$ cat config.mk
export PLATFORM = sky130hd
export DESIGN_NAME = z80_glue_dec
export DESIGN_NICKNAME = d
export VERILOG_FILES = /design/src/rtl/z80gl_pkg.sv /design/src/rtl/z80gl_io_dec.sv /design/src/rtl/z80gl_page_regs.sv /design/src/rtl/z80gl_mem_map.sv /design/src/rtl/z80_glue_dec.sv
export SDC_FILE = /design/constraint.sdc
export NUM_CORES = 1
export LEC_CHECK = 0
export BUFFER_PORTS_ARGS = -buffer_cell sky130_fd_sc_hd__buf_2
export CELL_PAD_IN_SITES_DETAIL_PLACEMENT = 0
export CELL_PAD_IN_SITES_GLOBAL_PLACEMENT = 1
export CORE_MARGIN = 3
export CORE_UTILIZATION = 28
export DETAILED_ROUTE_END_ITERATION = 16
export GPL_TIMING_DRIVEN = 0
export PLACE_DENSITY = 0.79
export SLEW_MARGIN = 30
export SYNTH_ARGS = -nofsm -noshare
export SYNTH_HDL_FRONTEND = slang
export SYNTH_SLANG_ARGS = --single-unit
$ cat constraint.sdc
create_clock -name clk -period 2 [get_ports clk]
set_clock_uncertainty 0.2 [all_clocks]
set_input_delay 0.3 -clock clk [delete_from_list [all_inputs] [get_ports clk]]
set_output_delay 0.3 -clock clk [all_outputs]
set_load 0.01 [all_outputs]
$ cat src/rtl/z80gl_pkg.sv
package z80gl_pkg;
  typedef struct packed {
    logic ppi;
    logic uart;
    logic rtc;
    logic ram_reg;
    logic rom_reg;
    logic ext;
  } io_sel_t;
endpackage

$ cat src/rtl/z80gl_io_dec.sv
module z80gl_io_dec
  import z80gl_pkg::*;
#(
  parameter logic [7:0] WIN_BASE = 8'h60
) (
  input  logic       iorq_n,
  input  logic       m1_n,
  input  logic [7:0] port,
  output io_sel_t    sel
);
  localparam int OFF_W = 5;
  logic             io_cyc;
  logic             in_win;
  logic [OFF_W-1:0] off;

  assign io_cyc = !iorq_n && m1_n;
  assign in_win = (port[7:OFF_W] == WIN_BASE[7:OFF_W]);
  assign off    = port[OFF_W-1:0];

  always_comb begin
    sel = '0;
    if (io_cyc) begin
      if (!in_win) begin
        sel.ext = 1'b1;
      end else begin
        sel.ppi     = (off[4:3] == 2'b00);
        sel.uart    = (off[4:3] == 2'b01);
        sel.rtc     = (off[4:1] == 4'b1000);
        sel.ram_reg = (off[4:1] == 4'b1100);
        sel.rom_reg = (off[4:2] == 3'b111) && !off[0];
      end
    end
  end
endmodule

$ cat src/rtl/z80gl_page_regs.sv
module z80gl_page_regs
  import z80gl_pkg::*;
#(
  parameter int RAM_PAGE_W = 4,
  parameter int ROM_PAGE_W = 5,
  parameter int DIS_BIT    = 7
) (
  input  logic                  clk,
  input  logic                  rst_n,
  input  logic                  rd_n,
  input  logic                  wr_n,
  input  io_sel_t               sel,
  input  logic [7:0]            d_in,
  output logic [RAM_PAGE_W-1:0] ram_pg,
  output logic [ROM_PAGE_W-1:0] rom_pg,
  output logic                  rom_dis,
  output logic [7:0]            d_out,
  output logic                  d_oe
);
  logic reg_hit;
  logic stb;
  logic stb_q;
  logic stb_rise;

  assign reg_hit  = sel.ram_reg || sel.rom_reg;
  assign stb      = reg_hit && !wr_n;
  assign stb_rise = stb && !stb_q;

  always_ff @(posedge clk or negedge rst_n) begin
    if (!rst_n) begin
      stb_q   <= 1'b0;
      ram_pg  <= '0;
      rom_pg  <= '0;
      rom_dis <= 1'b0;
    end else begin
      stb_q <= stb;
      if (stb_rise && sel.ram_reg) begin
        ram_pg <= d_in[RAM_PAGE_W-1:0];
      end
      if (stb_rise && sel.rom_reg) begin
        rom_pg  <= d_in[ROM_PAGE_W-1:0];
        rom_dis <= d_in[DIS_BIT];
      end
    end
  end

  always_comb begin
    d_out = '0;
    if (sel.ram_reg) begin
      d_out[RAM_PAGE_W-1:0] = ram_pg;
    end else if (sel.rom_reg) begin
      d_out[ROM_PAGE_W-1:0] = rom_pg;
      d_out[DIS_BIT]        = rom_dis;
    end
  end

  assign d_oe = reg_hit && !rd_n;
endmodule

$ cat src/rtl/z80gl_mem_map.sv
module z80gl_mem_map #(
  parameter int RAM_PAGE_W = 4,
  parameter int ROM_PAGE_W = 5
) (
  input  logic                  mreq_n,
  input  logic                  rd_n,
  input  logic                  wr_n,
  input  logic [15:0]           addr,
  input  logic                  map_strap,
  input  logic [RAM_PAGE_W-1:0] ram_pg,
  input  logic [ROM_PAGE_W-1:0] rom_pg,
  input  logic                  rom_dis,
  output logic                  ram_cs,
  output logic                  rom_cs,
  output logic [RAM_PAGE_W-1:0] ram_hi,
  output logic [ROM_PAGE_W-1:0] rom_hi
);
  localparam logic [RAM_PAGE_W-1:0] TOP_PAGE = '1;
  logic active;
  logic fixed;
  logic bump;

  assign active = !mreq_n && (!rd_n || !wr_n);
  assign fixed  = map_strap ? (addr[15:14] == 2'b11) : addr[15];
  assign bump   = map_strap && addr[15];

  always_comb begin
    rom_hi = rom_pg + ROM_PAGE_W'(bump);
    if (fixed) ram_hi = TOP_PAGE;
    else       ram_hi = ram_pg + RAM_PAGE_W'(bump);
    ram_cs = active && (fixed || rom_dis);
    rom_cs = active && !fixed && !rom_dis;
  end
endmodule

$ cat src/rtl/z80_glue_dec.sv
module z80_glue_dec
  import z80gl_pkg::*;
#(
  parameter int         RAM_PAGE_W = 4,
  parameter int         ROM_PAGE_W = 5,
  parameter logic [7:0] WIN_BASE   = 8'h60
) (
  input  logic                  clk,
  input  logic                  rst_n,
  input  logic                  mreq_n,
  input  logic                  iorq_n,
  input  logic                  m1_n,
  input  logic                  rd_n,
  input  logic                  wr_n,
  input  logic [15:0]           addr,
  input  logic [7:0]            d_in,
  output logic [7:0]            d_out,
  output logic                  d_oe,
  input  logic                  map_strap,
  output logic                  ppi_cs,
  output logic                  uart_cs,
  output logic                  rtc_cs,
  output logic                  ram_cs,
  output logic                  rom_cs,
  output logic [RAM_PAGE_W-1:0] ram_hi,
  output logic [ROM_PAGE_W-1:0] rom_hi,
  output logic                  ext_io_en
);
  io_sel_t               sel;
  logic [RAM_PAGE_W-1:0] ram_pg;
  logic [ROM_PAGE_W-1:0] rom_pg;
  logic                  rom_dis;

  z80gl_io_dec #(.WIN_BASE(WIN_BASE)) u_io (
    .iorq_n(iorq_n), .m1_n(m1_n), .port(addr[7:0]), .sel(sel)
  );

  z80gl_page_regs #(.RAM_PAGE_W(RAM_PAGE_W), .ROM_PAGE_W(ROM_PAGE_W)) u_regs (
    .clk(clk), .rst_n(rst_n), .rd_n(rd_n), .wr_n(wr_n), .sel(sel),
    .d_in(d_in), .ram_pg(ram_pg), .rom_pg(rom_pg), .rom_dis(rom_dis),
    .d_out(d_out), .d_oe(d_oe)
  );

  z80gl_mem_map #(.RAM_PAGE_W(RAM_PAGE_W), .ROM_PAGE_W(ROM_PAGE_W)) u_map (
    .mreq_n(mreq_n), .rd_n(rd_n), .wr_n(wr_n), .addr(addr),
    .map_strap(map_strap), .ram_pg(ram_pg), .rom_pg(rom_pg),
    .rom_dis(rom_dis), .ram_cs(ram_cs), .rom_cs(rom_cs),
    .ram_hi(ram_hi), .rom_hi(rom_hi)
  );

  assign ppi_cs    = sel.ppi;
  assign uart_cs   = sel.uart;
  assign rtc_cs    = sel.rtc;
  assign ext_io_en = sel.ext;
endmodule

==> flow_results.xml, run 1 <==
<?xml version="1.0" encoding="UTF-8"?>
<metrics>
  <group name="outcome">
    <metric name="status" unit="">finished, final reports clean</metric>
  </group>
  <group name="sta">
    <metric name="finalHoldViolCount" unit="">0</metric>
    <metric name="max_slew_headroom" unit="">0.626</metric>
    <metric name="rsz0062_at_grt" unit="">yes</metric>
    <metric name="fin_hold_ws" unit="ps">46.2</metric>
    <metric name="fin_setup_tns" unit="ps">0</metric>
    <metric name="worstMarginPinSlew" unit="ps">554</metric>
    <metric name="post-route-worst-setup-slack" unit="ps">44.7</metric>
    <metric name="max_clock_freq" unit="MHz">511</metric>
    <metric name="setup_viol" unit="">0</metric>
    <metric name="fin_crit_sh" unit="">0.978</metric>
    <metric name="slew_violations" unit="">0</metric>
    <metric name="period_needed" unit="ps">1960</metric>
  </group>
  <group name="clock_tree">
    <metric name="cts_sinks" unit="">11</metric>
    <metric name="cts_tree" unit="">yes</metric>
    <metric name="cts_root_buf" unit="">sky130_fd_sc_hd__clkbuf_4</metric>
    <metric name="htree_levels" unit="">1</metric>
    <metric name="insertion_delay" unit="ps">260</metric>
    <metric name="cts.reportedPaths.clkPinSlew" unit="ps">70</metric>
    <metric name="cts.path.max_buffers" unit="">2</metric>
    <metric name="cts_made_buffers" unit="">3</metric>
  </group>
  <group name="final_layout">
    <metric name="layout_commonest_cell" unit="">sky130_fd_sc_hd__buf_2</metric>
    <metric name="areaGrowthSynthToFinish" unit="%">51.9</metric>
    <metric name="nFillCells" unit="">255</metric>
    <metric name="finalNetCount" unit="">173</metric>
    <metric name="finalCoreUtilization" unit="">0.465</metric>
    <metric name="layout.cells.most_common_list" unit="">44 x sky130_fd_sc_hd__buf_2, 11 x sky130_fd_sc_hd__dfrtp_1, 10 x sky130_fd_sc_hd__mux2_2, 9 x sky130_fd_sc_hd__buf_4, 8 x sky130_fd_sc_hd__nor2_1</metric>
    <metric name="layout-drive-gt1-share" unit="">0.574</metric>
    <metric name="multi_input_comb_area" unit="µm²">546</metric>
    <metric name="final_area" unit="mm²">0.00120</metric>
    <metric name="sequential_cell_area" unit="µm²">275</metric>
    <metric name="num_antenna_cells" unit="">0</metric>
    <metric name="layout.cells.non_filler" unit="">166</metric>
  </group>
  <group name="detailed_routing">
    <metric name="route.final.wire_length" unit="µm">2130</metric>
    <metric name="detail_route.vias_per_cell" unit="">4.69</metric>
    <metric name="ant_nets" unit="">0</metric>
    <metric name="drt_iter0_drc" unit="">22</metric>
    <metric name="drt-pass1-iter-count" unit="">4</metric>
    <metric name="vias" unit="">778</metric>
    <metric name="routedWlPerCell" unit="µm">12.8</metric>
    <metric name="drc_errors" unit="">0</metric>
  </group>
  <group name="power_and_ir_drop">
    <metric name="net_switching_power_of_the_design" unit="mW">0.132</metric>
    <metric name="vdd.ir_drop.worst" unit="µV">251</metric>
    <metric name="pwr-share-comb" unit="">0.222</metric>
    <metric name="intPower" unit="mW">0.360</metric>
    <metric name="fin_total_pwr" unit="mW">0.492</metric>
    <metric name="pwr-share-seq" unit="">0.476</metric>
    <metric name="power_density" unit="mW/mm²">408</metric>
    <metric name="swShare" unit="">0.269</metric>
    <metric name="clkPwrFrac" unit="">0.302</metric>
    <metric name="p_leak" unit="nW">0.652</metric>
  </group>
  <group name="placement">
    <metric name="dp_worst_setup_slack" unit="ps">-276</metric>
    <metric name="place_inst" unit="">155</metric>
    <metric name="dpl.hpwl" unit="µm">1770</metric>
    <metric name="gpl.final_weighted_congestion" unit="">0.728</metric>
    <metric name="placement.io_buffers" unit="">45</metric>
    <metric name="post_place_cell_area" unit="mm²">0.00108</metric>
  </group>
  <group name="critical_path">
    <metric name="critical_path_peak_fanout" unit="">4</metric>
    <metric name="critPathCaptureType" unit="">primary output</metric>
    <metric name="timing.critical_path.slowest_stage_cell" unit="">sky130_fd_sc_hd__or3_4</metric>
    <metric name="cp.arrival" unit="ps">1460</metric>
    <metric name="worstReg2RegEnd" unit="">u_regs.rom_pg[1]</metric>
    <metric name="path_depth" unit="">5</metric>
    <metric name="worst_setup_path_category" unit="">input pin to primary output</metric>
    <metric name="required" unit="ps">1500</metric>
    <metric name="worst-r2r-setup-slack" unit="ps">100</metric>
    <metric name="worst-path-buf-inv" unit="">2</metric>
    <metric name="rr_worst_depth" unit="">4</metric>
    <metric name="crit_path_cell_trace" unit="">buf_6 &gt; nand3b_1 &gt; or3_4 &gt; nor4bb_4 &gt; buf_2</metric>
    <metric name="r2r-start" unit="">u_regs.stb_q</metric>
    <metric name="start_kind" unit="">input pin</metric>
    <metric name="worst_path_dominant_cell_family" unit="">simple AND/OR/NAND/NOR gates</metric>
    <metric name="critPathMaxStageDelay" unit="ps">440</metric>
  </group>
  <group name="synthesis">
    <metric name="synth.yosys.seq_area_share" unit="">0.347</metric>
    <metric name="yosys_warnings" unit="">0</metric>
    <metric name="ys_seq_elements" unit="">11</metric>
    <metric name="synth_area" unit="µm²">793</metric>
    <metric name="synth.distinct_cells" unit="">30</metric>
    <metric name="synthCells" unit="">79</metric>
    <metric name="mean_instance_size_in_the_synthesized_netlist" unit="µm²">10.0</metric>
  </group>
  <group name="floorplanning">
    <metric name="initial_utilization" unit="">0.306</metric>
    <metric name="die_w" unit="µm">59.2</metric>
    <metric name="core" unit="mm²">0.00259</metric>
    <metric name="io_pins" unit="">56</metric>
    <metric name="die_span_y" unit="µm">59.2</metric>
    <metric name="placement_rows" unit="">18</metric>
    <metric name="die_outline_area" unit="mm²">0.00351</metric>
  </group>
  <group name="global_routing">
    <metric name="grt_first_pass_wirelength" unit="µm">3550</metric>
    <metric name="number_of_global_route_vias_before_repair" unit="">856</metric>
    <metric name="antenna_violations_before_repair" unit="">0</metric>
    <metric name="grt_util_all_layers" unit="">0.132</metric>
    <metric name="pin_count_of_the_biggest_net_entering_global_routing" unit="">12</metric>
    <metric name="grt_remaining_overflow" unit="">0</metric>
  </group>
  <group name="hold_path">
    <metric name="worst_hold_path_type" unit="">input pin to flip-flop</metric>
    <metric name="hold_path_endpoint" unit="">u_regs.stb_q</metric>
    <metric name="hold_path.startpoint" unit="">wr_n</metric>
    <metric name="timing.hold.worst_path_depth" unit="">2</metric>
  </group>
  <group name="flow_run">
    <metric name="drv.max_cap_violation_count" unit="">0</metric>
  </group>
</metrics>
==> worst reg2reg max path, stage by stage, from the launching register on <==
cell	delay, ps
sky130_fd_sc_hd__dfrtp_1	380
sky130_fd_sc_hd__or4b_4	530
sky130_fd_sc_hd__nor4_4	140
sky130_fd_sc_hd__buf_4	190
sky130_fd_sc_hd__mux2_2	330
==> metal layers <==
metal  vias to the layer above  GRT usage  wire length [µm]
met2                        25      0.228              1080
met5                         -          0                 0
met1                       360      0.155               892
met4                         0     0.0583                 0
met3                         0     0.0283               154
li1                        393          -                 -
==> how the worst max path moves through the flow <==
stage | start | end | slack (ps)
after floorplan | addr[7] | d_out[7] | 40
after global placement | addr[7] | d_out[4] | -260
after detailed placement | addr[7] | d_out[4] | -280
after CTS | addr[7] | d_out[4] | -10
after global routing | addr[7] | d_out[4] | -10
final | addr[7] | d_out[4] | 40
==> cell type report <==
cell class | count | area share
multi-input cells | 63 | 0.453
repair buffers | 53 | 0.244
flip-flops and latches | 11 | 0.228
well taps | 30 | 0.0312
clock buffers | 4 | 0.0218
plain buffers | 2 | 0.0125
inverters | 3 | 0.00935
==> what timing repair did <==
action                     CTS  global route
hold endpoints to repair    11             0
gates resized for setup      8             4
hold buffers                 1             0
setup endpoints to repair   12            10
pin swaps                    2             5
setup buffers                4             3
==> registers in the layout (all words and copies together), names as in the netlist <==
register        count
u_regs.stb_q        1
u_regs.ram_pg       4
u_regs.rom_dis      1
u_regs.rom_pg       5
==> power groups by stage <==
stage	combinational [mW]	sequential (mW)	clock [mW]
6_report	0.109	0.234	0.149
5_1_grt	0.124	0.235	0.167
4_1_cts	0.108	0.234	0.157
3_5_place_dp	0.0985	0.238	0
3_3_place_gp	0.0956	0.238	0
2_1_floorplan	0.0506	0.236	0
==> kinds of logic (layout without fill, tap and decap cells) <==
group,after synthesis,in the layout,synth area share
flip-flops,11,11,0.347
AO/OA/AOI/OAI,7,7,0.0599
adder cells (fa/ha/maj),4,4,0.0631
buffers and inverters,6,62,0.0378
AND/OR/NAND/NOR,35,35,0.290
multiplexers,10,10,0.142
XOR/XNOR,5,5,0.0552
other,1,2,0.00473
==> synth_stat cells <==
library cell               instances  area [µm²]
sky130_fd_sc_hd__and3_1            1        6.26
sky130_fd_sc_hd__a21oi_1           1        5.00
sky130_fd_sc_hd__nand3_1           3        15.0
sky130_fd_sc_hd__nand2_1           4        15.0
sky130_fd_sc_hd__or2_2             1        6.26
sky130_fd_sc_hd__buf_4             2        15.0
sky130_fd_sc_hd__conb_1            1        3.75
sky130_fd_sc_hd__xor2_1            2        17.5
sky130_fd_sc_hd__or4_1             1        7.51
sky130_fd_sc_hd__nor3b_1           2        15.0
sky130_fd_sc_hd__nand2b_1          3        18.8
sky130_fd_sc_hd__a22oi_1           4        30.0
sky130_fd_sc_hd__xnor2_1           3        26.3
sky130_fd_sc_hd__or4b_4            1        13.8
sky130_fd_sc_hd__nor4bb_1          1        10.0
sky130_fd_sc_hd__clkbuf_1          1        3.75
sky130_fd_sc_hd__nor2_1            8        30.0
sky130_fd_sc_hd__nor4_4            2        42.5
sky130_fd_sc_hd__nor2b_1           1        6.26
sky130_fd_sc_hd__o21ai_0           1        5.00
sky130_fd_sc_hd__nand3b_1          1        7.51
sky130_fd_sc_hd__nor3_1            3        15.0
sky130_fd_sc_hd__mux2_2           10         113
sky130_fd_sc_hd__or3_1             1        6.26
sky130_fd_sc_hd__dfrtp_1          11         275
sky130_fd_sc_hd__a21boi_0          1        7.51
sky130_fd_sc_hd__ha_1              4        50.1
sky130_fd_sc_hd__inv_1             3        11.3
sky130_fd_sc_hd__nor4b_1           1        8.76
sky130_fd_sc_hd__and2_1            1        6.26
No activity file was read; power rests on OpenSTA's default activity.
==> run 2, diff against run 1 <==
REMOVE_ABC_BUFFERS = 1   (was not set)
==> run 2 against run 1 <==
  * The run now ends with setup timing left
  * Utilization shrank 1.1 points
  * Non-clock buffer count shrank 5
  * First-iteration DRC count shrank 32%
  * Via count shrank 3.7%
  * Sequential share of layout area grew 0.56 points
  * Global-route usage shrank 0.77 points
  * Fmax shrank 2.4%
  * Largest power group unchanged
  * Highest routed layer unchanged
==> flow_results.xml, run 2 (synthesis results as in run 1) <==
<?xml version="1.0" encoding="UTF-8"?>
<metrics>
  <group name="global_routing">
    <metric name="grt_remaining_overflow" unit="">0</metric>
    <metric name="grt_util_all_layers" unit="">0.124</metric>
    <metric name="pin_count_of_the_biggest_net_entering_global_routing" unit="">12</metric>
    <metric name="gr-usage-met2" unit="">0.203</metric>
    <metric name="layer_with_the_highest_usage" unit="">met2</metric>
    <metric name="grt_first_pass_wirelength" unit="µm">3350</metric>
    <metric name="use_met1" unit="">0.165</metric>
    <metric name="globalRouteMet3Util" unit="">0.0174</metric>
    <metric name="number_of_global_route_vias_before_repair" unit="">750</metric>
    <metric name="antenna_violations_before_repair" unit="">0</metric>
  </group>
  <group name="sta">
    <metric name="worstMarginPinSlew" unit="ps">554</metric>
    <metric name="period_needed" unit="ps">2000</metric>
    <metric name="finalHoldViolCount" unit="">0</metric>
    <metric name="setup_viol" unit="">2</metric>
    <metric name="max_slew_headroom" unit="">0.627</metric>
    <metric name="rsz0062_at_grt" unit="">yes</metric>
    <metric name="post-route-worst-setup-slack" unit="ps">-2.69</metric>
    <metric name="fin_crit_sh" unit="">1.00</metric>
    <metric name="max_clock_freq" unit="MHz">499</metric>
    <metric name="slew_violations" unit="">0</metric>
  </group>
  <group name="final_layout">
    <metric name="layout_commonest_cell" unit="">sky130_fd_sc_hd__buf_2</metric>
    <metric name="layout.cells.most_common_list" unit="">45 x sky130_fd_sc_hd__buf_2, 11 x sky130_fd_sc_hd__dfrtp_1, 8 x sky130_fd_sc_hd__nor2_1, 5 x sky130_fd_sc_hd__mux2_4, 5 x sky130_fd_sc_hd__mux2_2</metric>
    <metric name="top_register" unit="">u_regs.rom_pg</metric>
    <metric name="layout-drive-gt1-share" unit="">0.565</metric>
    <metric name="nFillCells" unit="">263</metric>
    <metric name="largestRegisters" unit="">u_regs.rom_pg: 5 flops, u_regs.ram_pg: 4 flops</metric>
    <metric name="areaGrowthSynthToFinish" unit="%">48.3</metric>
    <metric name="largest_reg_flops" unit="">5</metric>
    <metric name="num_antenna_cells" unit="">0</metric>
    <metric name="finalNetCount" unit="">168</metric>
    <metric name="layout.cells.non_filler" unit="">161</metric>
    <metric name="finalCoreUtilization" unit="">0.454</metric>
  </group>
  <group name="detailed_routing">
    <metric name="vias" unit="">749</metric>
    <metric name="drt_iter0_drc" unit="">15</metric>
    <metric name="drt-pass1-iter-count" unit="">4</metric>
    <metric name="routedWlPerCell" unit="µm">12.9</metric>
    <metric name="route.final.wire_length" unit="µm">2070</metric>
    <metric name="drc_errors" unit="">0</metric>
    <metric name="detail_route.vias_per_cell" unit="">4.65</metric>
    <metric name="ant_nets" unit="">0</metric>
  </group>
  <group name="power_and_ir_drop">
    <metric name="power_density" unit="mW/mm²">414</metric>
    <metric name="vdd.ir_drop.worst" unit="µV">298</metric>
    <metric name="p_leak" unit="nW">0.623</metric>
  </group>
  <group name="clock_tree">
    <metric name="cts_made_buffers" unit="">3</metric>
    <metric name="cts.reportedPaths.clkPinSlew" unit="ps">70</metric>
    <metric name="cts_tree" unit="">yes</metric>
    <metric name="cts.path.max_buffers" unit="">2</metric>
    <metric name="htree_levels" unit="">1</metric>
    <metric name="cts_sinks" unit="">11</metric>
    <metric name="insertion_delay" unit="ps">260</metric>
    <metric name="cts_root_buf" unit="">sky130_fd_sc_hd__clkbuf_4</metric>
  </group>
  <group name="floorplanning">
    <metric name="io_pins" unit="">56</metric>
    <metric name="placement_rows" unit="">18</metric>
    <metric name="core" unit="mm²">0.00259</metric>
    <metric name="die_span_y" unit="µm">59.2</metric>
    <metric name="die_w" unit="µm">59.2</metric>
    <metric name="initial_utilization" unit="">0.306</metric>
    <metric name="die_outline_area" unit="mm²">0.00351</metric>
  </group>
  <group name="critical_path">
    <metric name="worst_setup_path_category" unit="">flip-flop to flip-flop</metric>
    <metric name="worst-path-buf-inv" unit="">1</metric>
    <metric name="required" unit="ps">1950</metric>
    <metric name="crit_path_cell_trace" unit="">or4b_4 &gt; nor4_4 &gt; buf_6 &gt; mux2_4</metric>
    <metric name="cp.arrival" unit="ps">1950</metric>
    <metric name="timing.critical_path.slowest_stage_cell" unit="">sky130_fd_sc_hd__or4b_4</metric>
    <metric name="worst_path_dominant_cell_family" unit="">simple AND/OR/NAND/NOR gates</metric>
    <metric name="critPathCaptureType" unit="">flip-flop</metric>
    <metric name="critical_path_peak_fanout" unit="">5</metric>
    <metric name="critPathMaxStageDelay" unit="ps">500</metric>
    <metric name="start_kind" unit="">flip-flop</metric>
  </group>
  <group name="placement">
    <metric name="gpl.final_weighted_congestion" unit="">0.716</metric>
    <metric name="dpl.hpwl" unit="µm">1720</metric>
    <metric name="placement.io_buffers" unit="">45</metric>
    <metric name="dp_worst_setup_slack" unit="ps">-284</metric>
    <metric name="place_inst" unit="">152</metric>
  </group>
  <group name="flow_run">
    <metric name="drv.max_cap_violation_count" unit="">0</metric>
  </group>
  <group name="outcome">
    <metric name="failed_checks" unit="">setup timing</metric>
    <metric name="status" unit="">complete, but fails checks</metric>
  </group>
  <group name="hold_path">
    <metric name="worst_hold_path_type" unit="">input pin to flip-flop</metric>
  </group>
</metrics>
==> run 2: cell types whose count changed in the layout (fill, tap and decap cells not counted), sizes merged <==
cell / delta
buf: -5
==> run 2: final timing paths <==
| path | endpoint | slack [ps] | cells after the start | startpoint |
|---|---|---|---|---|
| worst min register to register | u_regs.ram_pg[0] | 370 | 1 | u_regs.ram_pg[0] |
| max in group asynchronous | u_regs.ram_pg[3] | 1180 | 2 | rst_n |
| min in group asynchronous | u_regs.rom_pg[1] | 220 | 2 | rst_n |
| worst max register to register | u_regs.rom_pg[1] | -3 | 4 | u_regs.stb_q |
| worst min-delay path | u_regs.stb_q | 40 | 2 | wr_n |
| worst max-delay path | u_regs.rom_pg[1] | -3 | 4 | u_regs.stb_q |
==> run 2: per-layer routing <==
layer	wire length (µm)	share of wire
met1	875	0.42
met2	1030	0.50
met3	164	0.079
met4	0	0
met5	0	0
==> run 2: what timing repair did <==
action,4_1_cts,5_1_grt
setup endpoints to repair,8,11
pin swaps,1,5
hold endpoints to repair,11,0
buffers inserted,2,2
resized for setup,5,12
hold buffers,1,0
==> run 2: area by class of cell <==
type | count | area, µm² | share of cell area
clock buffers | 4 | 26.3 | 0.0223
inverters | 3 | 11.3 | 0.00957
multi-input cells | 63 | 557 | 0.473
flip-flops and latches | 11 | 275 | 0.234
well taps | 30 | 37.5 | 0.0319
repair buffers | 50 | 269 | 0.229
==> run 2: worst register-to-register path, stage by stage, from the launching register on <==
cell	delay (ps)
sky130_fd_sc_hd__dfrtp_1	380
sky130_fd_sc_hd__or4b_4	500
sky130_fd_sc_hd__nor4_4	330
sky130_fd_sc_hd__buf_6	180
sky130_fd_sc_hd__mux2_4	300
==> run 2: metrics by stage <==
step / hold slack (ps) / power (mW) / area, µm² / TNS (ps)
finish: 37.1 / 0.486 / 1180 / -3.68
global route: 44.6 / 0.514 / 1180 / -300
CTS: 28.4 / 0.491 / 1120 / 0
detailed placement: -22.9 / 0.332 / 1040 / -1120
global placement: -29.0 / 0.329 / 1040 / -811
floorplan: -196 / 0.283 / 778 / -39.6
==> run 2: where the power goes <==
group / switching [mW] / total (mW) / internal (mW)
sequential: 0.00626 / 0.234 / 0.228
clock: 0.0716 / 0.149 / 0.0772
combinational: 0.0529 / 0.104 / 0.0506
